===== src/rtl/pwm_bank_pkg.sv =====
package pwm_bank_pkg;

  localparam int REG_W     = 32;
  localparam int SCALE_W   = 13;
  localparam int DUTY_W    = 8;
  localparam int EN_BIT    = 31;
  localparam int FULL_BIT  = 24;
  localparam int DUTY_LSB  = 16;
  localparam int SCALE_LSB = 0;

  typedef struct packed {
    logic               en;
    logic               full;
    logic [DUTY_W-1:0]  duty;
    logic [SCALE_W-1:0] scale;
  } pwm_cfg_t;

  localparam int CFG_W = $bits(pwm_cfg_t);

  // Bits that hold state; everything else reads as zero.
  localparam logic [REG_W-1:0] RW_MASK =
      (REG_W'(1) << EN_BIT) | (REG_W'(1) << FULL_BIT) |
      (REG_W'((1 << DUTY_W) - 1) << DUTY_LSB) |
      (REG_W'((1 << SCALE_W) - 1) << SCALE_LSB);

  function automatic pwm_cfg_t cfg_from_word(input logic [REG_W-1:0] w);
    pwm_cfg_t c;
    c.en    = w[EN_BIT];
    c.full  = w[FULL_BIT];
    c.duty  = w[DUTY_LSB +: DUTY_W];
    c.scale = w[SCALE_LSB +: SCALE_W];
    return c;
  endfunction

  function automatic logic [REG_W-1:0] cfg_to_word(input pwm_cfg_t c);
    logic [REG_W-1:0] w;
    w                        = '0;
    w[EN_BIT]                = c.en;
    w[FULL_BIT]              = c.full;
    w[DUTY_LSB +: DUTY_W]    = c.duty;
    w[SCALE_LSB +: SCALE_W]  = c.scale;
    return w;
  endfunction

endpackage


===== src/rtl/pwm_chan_reg.sv =====
module pwm_chan_reg
  import pwm_bank_pkg::*;
(
  input  logic             clk,
  input  logic             rst_n,
  input  logic             wr_stb,
  input  logic [REG_W-1:0] wdata,
  output pwm_cfg_t         cfg_o
);

  pwm_cfg_t cfg_q;
  pwm_cfg_t cfg_d;

  always_comb begin
    cfg_d = cfg_q;
    if (wr_stb) cfg_d = cfg_from_word(wdata);
  end

  always_ff @(posedge clk or negedge rst_n) begin
    if (!rst_n)      cfg_q <= '0;
    else if (wr_stb) cfg_q <= cfg_d;
  end

  assign cfg_o = cfg_q;

endmodule


===== src/rtl/pwm_prescaler.sv =====
module pwm_prescaler #(
  parameter int W = 13
) (
  input  logic         clk,
  input  logic         rst_n,
  input  logic         run,
  input  logic         restart,
  input  logic [W-1:0] limit,
  output logic         tick_o
);

  logic [W-1:0] cnt_q;
  logic [W-1:0] cnt_d;
  logic         at_lim;

  assign at_lim = (cnt_q == limit);
  assign tick_o = run && !restart && at_lim;

  always_comb begin
    if (restart || !run) cnt_d = '0;
    else if (at_lim)     cnt_d = '0;
    else                 cnt_d = cnt_q + W'(1);
  end

  always_ff @(posedge clk or negedge rst_n) begin
    if (!rst_n) cnt_q <= '0;
    else        cnt_q <= cnt_d;
  end

  // The prescale count never passes the programmed limit while running.
  assert_cnt_bound_R4: assert property (@(posedge clk) disable iff (!rst_n)
    run |-> (cnt_q <= limit));

  // A restart leaves the prescaler at zero.
  assert_restart_clear_R8: assert property (@(posedge clk) disable iff (!rst_n)
    restart |=> (cnt_q == '0));

endmodule


===== src/rtl/pwm_period_cnt.sv =====
module pwm_period_cnt #(
  parameter int W = 8
) (
  input  logic         clk,
  input  logic         rst_n,
  input  logic         run,
  input  logic         restart,
  input  logic         tick,
  output logic [W-1:0] pos_o
);

  logic [W-1:0] pos_q;
  logic [W-1:0] pos_d;

  always_comb begin
    if (restart || !run) pos_d = '0;
    else if (tick)       pos_d = pos_q + W'(1);
    else                 pos_d = pos_q;
  end

  always_ff @(posedge clk or negedge rst_n) begin
    if (!rst_n) pos_q <= '0;
    else        pos_q <= pos_d;
  end

  assign pos_o = pos_q;

  // The last tick of a period wraps to the first.
  assert_wrap_R4: assert property (@(posedge clk) disable iff (!rst_n)
    (run && !restart && tick && (pos_q == {W{1'b1}})) |=> (pos_q == '0));

  // The position only advances on a prescaler tick.
  assert_hold_R4: assert property (@(posedge clk) disable iff (!rst_n)
    (run && !restart && !tick) |=> $stable(pos_q));

  assert_restart_zero_R8: assert property (@(posedge clk) disable iff (!rst_n)
    restart |=> (pos_q == '0));

endmodule


===== src/rtl/pwm_channel.sv =====
module pwm_channel
  import pwm_bank_pkg::*;
(
  input  logic             clk,
  input  logic             rst_n,
  input  logic             wr_stb,
  input  logic [REG_W-1:0] wdata,
  output pwm_cfg_t         cfg_o,
  output logic             pwm_o
);

  pwm_cfg_t          cfg;
  logic              tick;
  logic [DUTY_W-1:0] pos;

  pwm_chan_reg u_reg (
    .clk    (clk),
    .rst_n  (rst_n),
    .wr_stb (wr_stb),
    .wdata  (wdata),
    .cfg_o  (cfg)
  );

  pwm_prescaler #(.W(SCALE_W)) u_psc (
    .clk     (clk),
    .rst_n   (rst_n),
    .run     (cfg.en),
    .restart (wr_stb),
    .limit   (cfg.scale),
    .tick_o  (tick)
  );

  pwm_period_cnt #(.W(DUTY_W)) u_pos (
    .clk     (clk),
    .rst_n   (rst_n),
    .run     (cfg.en),
    .restart (wr_stb),
    .tick    (tick),
    .pos_o   (pos)
  );

  always_comb begin
    pwm_o = cfg.en && (cfg.full || (pos < cfg.duty));
  end

  assign cfg_o = cfg;

  assert_disable_low_R7: assert property (@(posedge clk) disable iff (!rst_n)
    (wr_stb && !wdata[EN_BIT]) |=> !pwm_o);

  assert_restart_high_R8: assert property (@(posedge clk) disable iff (!rst_n)
    (wr_stb && wdata[EN_BIT] &&
     (wdata[FULL_BIT] || (wdata[DUTY_LSB +: DUTY_W] != '0))) |=> pwm_o);

  assert_zero_duty_low_R5: assert property (@(posedge clk) disable iff (!rst_n)
    (!cfg.full && (cfg.duty == '0)) |-> !pwm_o);

  assert_full_high_R6: assert property (@(posedge clk) disable iff (!rst_n)
    (cfg.en && cfg.full) |-> pwm_o);

endmodule


===== src/rtl/pwm_bank.sv =====
module pwm_bank
  import pwm_bank_pkg::*;
#(
  parameter int NUM_CH = 4,
  parameter int ADDR_W = 6
) (
  input  logic              clk,
  input  logic              rst_n,
  input  logic [ADDR_W-1:0] reg_addr,
  input  logic              reg_wr,
  input  logic [REG_W-1:0]  reg_wdata,
  output logic [REG_W-1:0]  reg_rdata,
  output logic [NUM_CH-1:0] pwm_out
);

  localparam int SLOT_LSB = 4;
  localparam int IDX_W    = ADDR_W - SLOT_LSB;

  logic                    slot_aligned;
  logic [IDX_W-1:0]        slot_idx;
  logic [NUM_CH-1:0]       sel;
  logic [NUM_CH-1:0]       wr_stb;
  pwm_cfg_t                cfg_arr [NUM_CH];
  logic [NUM_CH*CFG_W-1:0] cfg_flat;

  assign slot_aligned = (reg_addr[SLOT_LSB-1:0] == '0);
  assign slot_idx     = reg_addr[ADDR_W-1:SLOT_LSB];

  for (genvar ch = 0; ch < NUM_CH; ch++) begin : g_ch
    assign sel[ch]    = slot_aligned && (slot_idx == IDX_W'(ch));
    assign wr_stb[ch] = reg_wr && sel[ch];

    pwm_channel u_chan (
      .clk    (clk),
      .rst_n  (rst_n),
      .wr_stb (wr_stb[ch]),
      .wdata  (reg_wdata),
      .cfg_o  (cfg_arr[ch]),
      .pwm_o  (pwm_out[ch])
    );

    assign cfg_flat[ch*CFG_W +: CFG_W] = cfg_arr[ch];
  end

  always_comb begin
    reg_rdata = '0;
    for (int c = 0; c < NUM_CH; c++) begin
      if (sel[c]) reg_rdata = cfg_to_word(cfg_arr[c]);
    end
  end

  assert_reserved_zero_R3: assert property (@(posedge clk) disable iff (!rst_n)
    ((reg_rdata & ~RW_MASK) == '0));

  assert_unmapped_write_R2: assert property (@(posedge clk) disable iff (!rst_n)
    (reg_wr && (wr_stb == '0)) |=> $stable(cfg_flat));

  assert_single_target_R9: assert property (@(posedge clk) disable iff (!rst_n)
    $onehot0(wr_stb));

endmodule


===== config.mk =====
export PLATFORM = sky130hd
export DESIGN_NAME = pwm_bank
export DESIGN_NICKNAME = d
export VERILOG_FILES = /design/src/rtl/pwm_bank_pkg.sv /design/src/rtl/pwm_chan_reg.sv /design/src/rtl/pwm_prescaler.sv /design/src/rtl/pwm_period_cnt.sv /design/src/rtl/pwm_channel.sv /design/src/rtl/pwm_bank.sv
export SDC_FILE = /design/constraint.sdc
export NUM_CORES = 1
export LEC_CHECK = 0
export CAP_MARGIN = 0
export CORE_ASPECT_RATIO = 1.5
export CORE_MARGIN = 2
export CORE_UTILIZATION = 50
export CTS_BUF_LIST = sky130_fd_sc_hd__clkbuf_2 sky130_fd_sc_hd__clkbuf_4 sky130_fd_sc_hd__clkbuf_8
export CTS_CLUSTER_DIAMETER = 150
export DETAILED_ROUTE_END_ITERATION = 8
export PLACE_DENSITY_LB_ADDON = 0.1
export SETUP_SLACK_MARGIN = 0.15
export SLEW_MARGIN = 20
export SYNTH_ARGS = -nofsm -noshare
export SYNTH_HDL_FRONTEND = slang
export SYNTH_HIERARCHICAL = 1
export SYNTH_SLANG_ARGS = --single-unit

===== constraint.sdc =====
create_clock -name clk -period 2.2 [get_ports clk]
set_input_delay 0.22 -clock clk [delete_from_list [all_inputs] [get_ports clk]]
set_output_delay 0.22 -clock clk [all_outputs]
set_load 0.005 [all_outputs]

**Word level (Yosys, flattened, before mapping)**

Cells that the tools add are included.

- Input port bits: 41
- Bits in registers: 176
- Word-level logic and storage cells: 105
- Output and inout port bits: 36

- $add $sub $neg: 8
- Muxes and demuxes: 20
- Reduce and logical (&&, ||, !) cells: 42
- Equality and inequality tests: 7
- $lt $le $gt $ge: 4

Operators with widths:

| operator | count |
|---|---|
| 2-to-1 mux 32 bit | 4 |
| 2-to-1 mux 13 bit | 8 |
| 2-to-1 mux 8 bit | 8 |
| adder 13 x 1 -> 13 bit, second input constant | 4 |
| == test 13 bit | 4 |
| adder 8 x 1 -> 8 bit, second input constant | 4 |
| less-than comparator 8 bit | 4 |
| logical AND 1 bit | 20 |
| zero test 1 bit | 8 |
| logical OR 1 bit | 8 |
| nonzero test 2 bit | 4 |
| == test 2 bit, second input constant | 2 |
| zero test 4 bit | 1 |
| == test 2 x 1 -> 1 bit, second input constant | 1 |
| zero test 2 bit | 1 |

**Longest topological paths before layout**

Gate-level depths: netlist of run 1.

- Word-level depth: 8
- Gate-level depth with buffers: 10
- Gate-level depth less buffers: 7

**By module**

Netlist of run 1, hierarchy kept.

By module, submodules not included:

| module | cells each | sequential area each (µm²) | area each (µm²) | instances |
|---|---|---|---|---|
| pwm_chan_reg | 48 | 575.6 | 857.1 | 4 |
| pwm_prescaler | 80 | 325.3 | 832.0 | 4 |
| pwm_period_cnt | 38 | 200.2 | 394.1 | 4 |
| pwm_bank | 99 | 0.0 | 825.8 | 1 |
| pwm_channel | 25 | 0.0 | 190.2 | 4 |

**Least setup slack after synthesis of run 1**

Ideal clock, no wire load.

- Kind: reg2reg
- Start: register g_ch[0].u_chan.u_psc.cnt_q[2]
- End: register g_ch[0].u_chan.u_pos.pos_q[7]
- Stages on the path, launching flop included: 10
- Library setup time: 0.078 ns
- Data required time: 2.122 ns
- Slack: 0.095 ns
- Buffers on the path: 2
- Data arrival time: 2.027 ns
- Clock period less this slack: 2.105 ns
- Cell sequence: dfrtp_1 > buf_6 > xnor2_4 > nand3_2 > nor4_4 > and3b_1 > buf_4 > nand4_4 > or3_1 > a21oi_1

- Word-level cells in the longest chain between the ends: 3

Ends and longest elaborated chain:

| element | line | RTL |
|---|---|---|
| from (decl) | pwm_prescaler.sv:12 | `logic [W-1:0] cnt_q;` |
| from (signal assigned) | pwm_prescaler.sv:27 | `else cnt_q <= cnt_d;` |
| == test 13 bit | pwm_prescaler.sv:16 | `assign at_lim = (cnt_q == limit);` |
| logical AND 1 bit | pwm_prescaler.sv:17 | `assign tick_o = run && !restart && at_lim;` |
| via g_ch[0].u_chan.tick | pwm_channel.sv:13 | `logic tick;` |
| nonzero test 2 bit (no source line) | n/a |  |
| to (signal assigned) | pwm_period_cnt.sv:23 | `else pos_q <= pos_d;` |
| to (decl) | pwm_period_cnt.sv:12 | `logic [W-1:0] pos_q;` |

The timed path passes the listed nets, and every way through them passes these cells.
A chain may end at the register's enable or synchronous reset.

**Worst setup path after layout of run 1**

- Start: register g_ch[1].u_chan.u_psc.cnt_q[9]
- End: register g_ch[1].u_chan.u_pos.pos_q[5]

- Word-level cells in the longest chain between the ends: 3

Ends and longest elaborated chain:

| element | line |
|---|---|
| from (decl) | pwm_prescaler.sv:12 |
| from (signal assigned) | pwm_prescaler.sv:27 |
| == test 13 bit | pwm_prescaler.sv:16 |
| logical AND 1 bit | pwm_prescaler.sv:17 |
| via g_ch[1].u_chan.tick | pwm_channel.sv:13 |
| nonzero test 2 bit (no source line) | n/a |
| to (signal assigned) | pwm_period_cnt.sv:23 |
| to (decl) | pwm_period_cnt.sv:12 |

The timed path passes the listed nets, and every way through them passes these cells.

==> flow_summary.yaml, run 1 <==
detailed_routing:
  routed_wl_mm: 23.7
  wl_per_cell_um: 18.3
  drt_pass1_iterations: 5
  vias: 7033
  drc: 0
  antenna_left: 0
  via_per_inst: 5.42
  drtIter0Drc: 326
clocking:
  clk_latency_ps: 460
  cts_made_buffers: 17
  cts.sinks: 176
  clock_path_buffers: 2
  path_clk_slew_ps: 90
  cts_root_buffer: "clkbuf_8"
  cts_tree: "yes"
  htreeDepth: 4
placed_design:
  placed_area_um2: 11200
  hpwl_mm: 17.4
  place_congestion: 0.863
  port_buffers: 58
synth:
  synthDistinctLibCells: 39
  synth_area_um2: 9920
  synthXorXnorAreaFrac: 0.103
  synthMuxAreaShare: 0.159
  yosysSeqAreaShare: 0.444
  syn_area_per_cell_um2: 11.5
  synth-compound-area-share: 0.0484
  ys_ff_latch: 176
  ys_top_cells_by_area: "dfrtp_1, mux2_2, xnor2_1"
  synth_top_family_by_area: "multiplexers"
  synthSimpleGateAreaFrac: 0.143
  yosys_warnings: 6
  synthAdderAreaFrac: 0.0454
  yosys.area.top_type_share: 0.444
  yosys.area.top_type: "dfrtp_1"
  syn-instance-count: 863
power_and_ir_drop:
  p_leak_uw: 0.00523
  pwr-share-clk: 0.310
  peakVddDrop_uv: 363
  power.internal_uw: 5450
  sw_frac_of_total: 0.286
  switchingPower_uw: 2180
  p_per_area_nw_per_um2: 628
  seqPwrFrac: 0.489
  pwr-share-comb: 0.201
  power_uw: 7640
sta:
  max_freq_mhz: 473
  fin_crit_ps: 2110
  relSlewSlack: 0.633
  finalCritPeriodShare: 0.960
  final-setup-viol-count: 0
  final_hold_viol_count: 0
  fin_skew_ps: 14.7
  worst-slew-pin-transition_ps: 550
  final_max_slew_viol_count: 0
  rsz0062_at_grt: "true"
  whs_ps: 282
final_layout:
  final_cell_area_um2: 12200
  fillers: 1586
  drive_above_1_share: 0.352
  antennaDiodeCount: 0
  final_util: 0.619
  final_cell_mix: "dfrtp_1, buf_4, mux2_2"
  area_growth_pct: 22.5
  fin_nets: 1102
  final_common_cell: "dfrtp_1"
global_route:
  antenna_found_initial: 0
  grt.total_usage: 0.234
  overflow: 0
  grt_max_degree: 57
  grt_pass1_wl_mm: 38.3
  grt_pass1_vias: 7422
floorplan:
  dieArea_um2: 21000
  ios: 77
  core-area_um2: 19600
  initial_core_util: 0.505
  die_height_um: 177
  dieWidth_um: 119
  rows: 63
outcome:
  outcome: "complete, no violations"
setup_path:
  crit_path_max_fanout: 4
  crit_required_ps: 2580
  crit_slowest_cell: "dfrtp_1"
  max_stage_delay_ps: 420
  crit_buf_inv: 0
  arrival_ps: 2500
  startpoint_type: "flip-flop"
  ff2ff_setup_slack_ps: 90
  critPathTopFamily: "simple AND/OR/NAND/NOR gates"
  worstSetupPathType: "reg2reg"
  end_kind: "flip-flop"
  cp_cell_sequence: "xnor2_1 -> nand4_1 -> nor4_4 -> and3b_2 -> nand4_4 -> or3_4 -> a21oi_2"
run:
  max_cap_violations: 0
min_path:
  timing.hold.worst.class: "in2async"
registers in the layout (all words and copies together) (netlist names):
register,count
g_ch.u_chan/u_pos/pos_o,32
g_ch.u_chan/u_psc/cnt_q,52
g_ch.u_chan/u_reg/cfg_o,92
through the flow:
stage,setup slack [ps],cells,setup TNS [ps]
2_1_floorplan,171,871,0
3_3_place_gp,-113,1222,-3370
3_5_place_dp,-137,1222,-6040
4_1_cts,69.6,1280,0
5_1_grt,-12.7,1297,-33.9
6_report,87.4,1297,0
Yosys cell counts:
master and count:
mux2i_1 54, o221ai_1 4, a211oi_1 4, conb_1 1, nand3_2 8, inv_1 44
xor2_1 20, ha_1 36, nand2b_1 10, nor3_2 4, nor4_4 4, nor4_2 5
dfrtp_1 176, a21oi_1 28, mux2_2 92, nand2_1 25, nor3b_1 4, nor3_1 44
o21ai_0 16, clkbuf_2 1, nand3_1 24, buf_4 16, nor4_1 12, nor2_1 36
xnor2_1 84, nand2_2 1, nand3b_1 4, or3_1 12, nand2b_4 4, o22ai_2 1
buf_2 2, xnor2_4 4, buf_6 21, nand4_1 20, a2111o_1 4, o22ai_1 22
nand4_4 4, and3b_1 4, clkbuf_1 8
final cells by class:
cell class | instances | area (um2) | area share
inverters | 44 | 165 | 0.0136
clock buffers | 20 | 275 | 0.0227
repair buffers | 183 | 1550 | 0.127
multi-input cells | 603 | 5280 | 0.435
flip-flops and latches | 176 | 4420 | 0.364
well taps | 260 | 325 | 0.0268
clock inverters | 11 | 138 | 0.0113
worst reg2reg max path: stages (launching register included):
cell     delay, ps
dfrtp_1        420
xnor2_1        180
nand4_1        180
nor4_4         350
and3b_2        320
nand4_4        130
or3_4          350
a21oi_2        120
repair_timing:
action	CTS	global route
setup endpoints to repair	43	34
buffers inserted	26	17
resized for setup	84	48
pin swaps	40	26
hold buffers	1	0
endpoints found under the hold margin	52	0
path summary, 6_finish.rpt:
path,from,endpoint,depth (start not counted)
setup reg to reg,g_ch[1].u_chan/u_psc/cnt_q[9],g_ch[1].u_chan/u_pos/pos_o[5],7
hold reg to reg,g_ch[1].u_chan/u_reg/cfg_o[17],g_ch[1].u_chan/u_reg/cfg_o[17],1
hold / removal,rst_n,g_ch[0].u_chan/u_psc/cnt_q[2],2
setup / recovery,g_ch[1].u_chan/u_psc/cnt_q[9],g_ch[1].u_chan/u_pos/pos_o[5],7
min in group clk,reg_wdata[0],g_ch[0].u_chan/u_reg/cfg_o[0],2
max in group asynchronous,rst_n,g_ch[3].u_chan/u_psc/cnt_q[11],3
cells by family after synthesis:
| logic type | after synthesis |
|---|---|
| DFF | 176 |
| xor gates and xnor gates | 108 |
| adders and majority gates | 36 |
| other | 1 |
| muxes | 146 |
| buffers and inverters | 92 |
| AOI/OAI and AO/OA | 79 |
| and+or+nand+nor | 225 |
power by group through the flow:
stage / registers [uW] / logic, uW / clock network (uW)
after floorplan: 3720 / 923 / 0
after global placement: 3800 / 1350 / 0
after detailed placement: 3810 / 1390 / 0
after CTS: 3740 / 1460 / 2430
after global routing: 3770 / 1680 / 2550
final: 3730 / 1540 / 2360
layer usage:
metal | up-vias | part of all wire | global-route usage | wire, um
li1 | 3383 | - | - | -
met1 | 3489 | 0.41 | 0.271 | 9640
met2 | 129 | 0.54 | 0.434 | 12800
met3 | 32 | 0.032 | 0.0439 | 750
met4 | 0 | 0.022 | 0.0689 | 517
met5 | - | 0 | 0 | 0
(Power assumes the default switching activity.)
==> inputs of run 2 (changes only) <==
--- a/config.mk
+++ b/config.mk
@@ -7,7 +7,6 @@
 export LEC_CHECK = 0
 export CAP_MARGIN = 0
 export CORE_ASPECT_RATIO = 1.5
-export CORE_MARGIN = 2
 export CORE_UTILIZATION = 50
 export CTS_BUF_LIST = sky130_fd_sc_hd__clkbuf_2 sky130_fd_sc_hd__clkbuf_4 sky130_fd_sc_hd__clkbuf_8
 export CTS_CLUSTER_DIAMETER = 150
==> flow_summary.yaml, run 2 (same netlist as run 1, synthesis figures left out) <==
outcome:
  outcome: "complete, no violations"
setup_path:
  cp_cell_sequence: "xnor2_1 -> nand4_1 -> nor4_4 -> and3b_2 -> nand4_4 -> or3_1 -> a21oi_1"
  arrival_ps: 2530
  crit_slowest_cell: "dfrtp_1"
  crit_buf_inv: 0
  worstSetupPathType: "reg2reg"
  critPathTopFamily: "simple AND/OR/NAND/NOR gates"
  end_kind: "flip-flop"
  max_stage_delay_ps: 420
  crit_path_max_fanout: 5
  crit_required_ps: 2590
  startpoint_type: "flip-flop"
floorplan:
  ios: 77
  rows: 62
  core-area_um2: 19300
  die_height_um: 175
  initial_core_util: 0.514
  dieArea_um2: 20400
  dieWidth_um: 117
power_and_ir_drop:
  sw_frac_of_total: 0.295
  peakVddDrop_uv: 347
  power_uw: 7420
  p_per_area_nw_per_um2: 611
  pwr-share-clk: 0.283
  power.internal_uw: 5230
  p_leak_uw: 0.00522
  seqPwrFrac: 0.504
  switchingPower_uw: 2190
  pwr-share-comb: 0.213
final_layout:
  antennaDiodeCount: 0
  fin_nets: 1106
  fillers: 1541
  final_cell_mix: "dfrtp_1, buf_4, mux2_2"
  largest_reg_flops: 92
  drive_above_1_share: 0.377
  final_common_cell: "dfrtp_1"
  area_growth_pct: 22.4
  final_util: 0.628
  final_cell_area_um2: 12100
sta:
  worst-slew-pin-transition_ps: 658
  relSlewSlack: 0.561
  max_freq_mhz: 468
  fin_skew_ps: 21.5
  finalWorstSetupSlack_ps: 62.1
  whs_ps: 312
  final-setup-viol-count: 0
  final_max_slew_viol_count: 0
  rsz0062_at_grt: "true"
  finalCritPeriodShare: 0.972
  final_hold_viol_count: 0
  fin_crit_ps: 2140
placed_design:
  port_buffers: 58
  dp_slack_ps: -149
  placed_area_um2: 11200
  place_congestion: 0.879
  hpwl_mm: 18.0
clocking:
  clock_path_buffers: 2
  path_clk_slew_ps: 100
  cts_root_buffer: "clkbuf_8"
  cts_tree: "yes"
  cts.sinks: 176
  htreeDepth: 4
  cts_made_buffers: 17
  clk_latency_ps: 470
detailed_routing:
  via_per_inst: 5.49
  wl_per_cell_um: 18.7
  vias: 7123
  routed_wl_mm: 24.3
  drtIter0Drc: 277
  drc: 0
  drt_pass1_iterations: 4
  antenna_left: 0
global_route:
  grt_pass1_vias: 7374
  antenna_found_initial: 0
  grt_max_degree: 66
  overflow: 0
  grt_pass1_wl_mm: 38.4
  grt.total_usage: 0.250
min_path:
  timing.hold.worst.class: "in2async"
run:
  max_cap_violations: 0
[run 2: changes by cell type in the layout (fill, tap and decap cells not counted), sizes merged]
cell	change
dlymetal6s2s	+1
buf	+3
clkinvlp	+3
clkinv	-2
clkbuf	+16
dlygate4sd2	-15
bufinv	-2
[run 2: metal layers]
layer	GRT usage	part of all wire
met4	0.0828	0.022
met3	0.0391	0.026
met5	0	0
met2	0.451	0.54
met1	0.296	0.41
[run 2: power by group through the flow]
| stage | Clock (uW) | Combinational [uW] | Sequential, uW |
|---|---|---|---|
| 3_3_place_gp | 0 | 1380 | 3790 |
| 6_report | 2100 | 1580 | 3740 |
| 3_5_place_dp | 0 | 1420 | 3810 |
| 4_1_cts | 2160 | 1500 | 3740 |
| 5_1_grt | 2290 | 1720 | 3770 |
| 2_1_floorplan | 0 | 923 | 3720 |
[run 2: worst register-to-register path, delay by kind of cell, from the launching register on]
kind            cells  cell delay [ps]
simple gates        5             1340
xor+xnor            1              170
compound gates      1              140
flops               1              420
[run 2: per-stage QoR]
stage	cells	setup TNS, ps
CTS	1283	-64.1
finish	1297	0
global route	1297	-216
floorplan	871	0
global placement	1221	-4500
detailed placement	1221	-7500
[run 2: layout make-up]
type	count	area, um2	area share
multi-input cells	603	5290	0.436
flip-flops and latches	176	4420	0.364
repair buffers	187	1570	0.130
well taps	256	320	0.0264
clock buffers	21	270	0.0223
inverters	44	165	0.0136
clock inverters	10	90.1	0.00742
[run 2: final timing paths]
kind / startpoint / to / slack, ps / cells after the start
min in group clk: reg_wdata[12] / g_ch[2].u_chan/u_reg/cfg_o[12] / 470 / 2
min reg2reg: g_ch[0].u_chan/u_reg/cfg_o[15] / g_ch[0].u_chan/u_reg/cfg_o[15] / 540 / 1
max in group asynchronous: rst_n / g_ch[2].u_chan/u_pos/pos_o[0] / 1130 / 3
min: rst_n / g_ch[2].u_chan/u_psc/cnt_q[5] / 310 / 2
max reg2reg: g_ch[1].u_chan/u_psc/cnt_q[9] / g_ch[1].u_chan/u_pos/pos_o[7] / 60 / 7
max: g_ch[1].u_chan/u_psc/cnt_q[9] / g_ch[1].u_chan/u_pos/pos_o[7] / 60 / 7
[run 2: what timing repair did]
action                     CTS  global route
gates resized for setup     84            94
pin swaps                   47            35
hold endpoints to repair    61             0
setup endpoints to repair   44            71
hold buffers                 1             0
setup buffers               30            14
==> inputs of run 3 (changes only) <==
--- a/config.mk
+++ b/config.mk
@@ -11,7 +11,7 @@
 export CTS_BUF_LIST = sky130_fd_sc_hd__clkbuf_2 sky130_fd_sc_hd__clkbuf_4 sky130_fd_sc_hd__clkbuf_8
 export CTS_CLUSTER_DIAMETER = 150
 export DETAILED_ROUTE_END_ITERATION = 8
-export PLACE_DENSITY_LB_ADDON = 0.1
+export PLACE_DENSITY_LB_ADDON = 0.12
 export SETUP_SLACK_MARGIN = 0.15
 export SLEW_MARGIN = 20
 export SYNTH_ARGS = -nofsm -noshare
==> flow_summary.yaml, run 3 (same netlist as run 1, synthesis figures left out) <==
outcome:
  outcome: "complete, no violations"
final_layout:
  drive_above_1_share: 0.379
  final_common_cell: "dfrtp_1"
  multi_input_comb_area_um2: 5320
  fin_cells: 1304
  antennaDiodeCount: 0
  fin_nets: 1112
  seq_area_um2: 4420
  fillers: 1533
  largest_reg_flops: 92
  final_cell_area_um2: 12300
  area_growth_pct: 23.5
  final_cell_mix: "dfrtp_1, buf_4, mux2_2"
sta:
  max_freq_mhz: 463
  finalWorstSetupSlack_ps: 38.8
  final_hold_viol_count: 0
  fin_skew_ps: 16.2
  final-setup-viol-count: 0
  fin_crit_ps: 2160
  final_max_slew_viol_count: 0
  finalCritPeriodShare: 0.982
  rsz0062_at_grt: "true"
power_and_ir_drop:
  switchingPower_uw: 2320
  pwr-share-clk: 0.314
  p_per_area_nw_per_um2: 635
  p_leak_uw: 0.00525
  peakVddDrop_uv: 438
  seqPwrFrac: 0.481
  power.internal_uw: 5460
  pwr-share-comb: 0.206
  sw_frac_of_total: 0.298
setup_path:
  end_kind: "flip-flop"
  cp_cell_sequence: "xnor2_1 -> nand4_1 -> nor4_4 -> and3b_2 -> buf_6 -> nand3_2 -> or3_1 -> a21oi_2"
  crit_start: "g_ch[0].u_chan/u_reg/cfg_o[1]"
  arrival_ps: 2560
  worstSetupPathType: "reg2reg"
  rr_startpoint: "g_ch[0].u_chan/u_reg/cfg_o[1]"
  max_stage_delay_ps: 430
  crit_required_ps: 2600
  startpoint_type: "flip-flop"
  crit_slowest_cell: "dfrtp_1"
  crit_path_max_fanout: 2
global_route:
  antenna_found_initial: 1
  grt_use_met3: 0.0471
  grt_max_degree: 48
  grt-busiest-layer: "met2"
  grt.total_usage: 0.255
  grt.met1_usage: 0.297
  grt.met2_usage: 0.457
  grt_pass1_wl_mm: 39.2
  grt_pass1_vias: 7630
  overflow: 0
floorplan:
  rows: 62
  dieArea_um2: 20400
  core-area_um2: 19300
  initial_core_util: 0.514
  die_height_um: 175
  dieWidth_um: 117
  ios: 77
detailed_routing:
  wl_per_cell_um: 19.0
  routed_wl_mm: 24.8
  drc: 0
  via_per_inst: 5.55
  drt_pass1_iterations: 5
  vias: 7240
  drtIter0Drc: 366
  antenna_left: 0
clocking:
  cts_root_buffer: "clkbuf_8"
  cts.sinks: 176
  htreeDepth: 4
  cts_made_buffers: 17
  clk_latency_ps: 480
  clock_path_buffers: 2
  path_clk_slew_ps: 100
  cts_tree: "yes"
placed_design:
  place_inst: 1230
  place_congestion: 0.854
  port_buffers: 58
  placed_area_um2: 11300
  hpwl_mm: 18.3
  dp_slack_ps: -240
min_path:
  timing.hold.worst.class: "in2async"
run:
  max_cap_violations: 0
## run 3: path summary, 6_finish.rpt
path,to,slack [ps],depth (start not counted)
setup / recovery,g_ch[0].u_chan/u_pos/pos_o[6],40,8
hold / removal,g_ch[2].u_chan/u_reg/cfg_o[6],250,2
max in group asynchronous,g_ch[1].u_chan/u_psc/cnt_q[2],1220,3
hold reg to reg,g_ch[0].u_chan/u_reg/cfg_o[15],550,1
min in group clk,g_ch[2].u_chan/u_reg/cfg_o[12],460,2
setup reg to reg,g_ch[0].u_chan/u_pos/pos_o[6],40,8
## run 3: layout make-up
| type | count | share of cell area |
|---|---|---|
| clock inverter | 13 | 0.0146 |
| multi-input combinational | 603 | 0.434 |
| sequential | 176 | 0.361 |
| tap | 256 | 0.0261 |
| clock buffer | 19 | 0.0203 |
| timing repair buffer | 193 | 0.131 |
| inverter | 44 | 0.0135 |
## run 3: timing repair
action / CTS / global route
gates resized for setup: 94 / 85
cloned: 1 / 0
setup buffers: 21 / 19
hold buffers: 1 / 0
pin swaps: 44 / 33
setup endpoints to repair: 49 / 55
hold endpoints to repair: 43 / 0
## run 3: per-stage QoR
step	hold WS, ps	utilization	power [uW]	setup TNS (ps)
2_1_floorplan	-75.6	-	4640	0
3_3_place_gp	190	0.583	5190	-7770
3_5_place_dp	191	0.583	5250	-11150
4_1_cts	235	0.621	7750	0
5_1_grt	266	0.634	8130	-569
6_report	245	0.634	7780	0
## run 3: power groups by stage
stage / clock network [uW] / logic [uW] / registers [uW]
floorplan: 0 / 923 / 3720
global placement: 0 / 1390 / 3800
detailed placement: 0 / 1440 / 3810
CTS: 2490 / 1520 / 3740
global route: 2610 / 1740 / 3770
finish: 2440 / 1600 / 3740
## run 3: routing by layer
layer  up-vias  routed length [um]
met5         -                  12
met4         2                 587
met3        45                 784
met2       148               13500
met1      3659                9900
li1       3386                   -
## run 3: critical path: cells and delay by family, from the launching register on
family	cells	cell delay [ps]
buffers and inverters	1	120
DFF	1	430
AOI/OAI and AO/OA	1	140
xor gates and xnor gates	1	150
and+or+nand+nor	5	1240
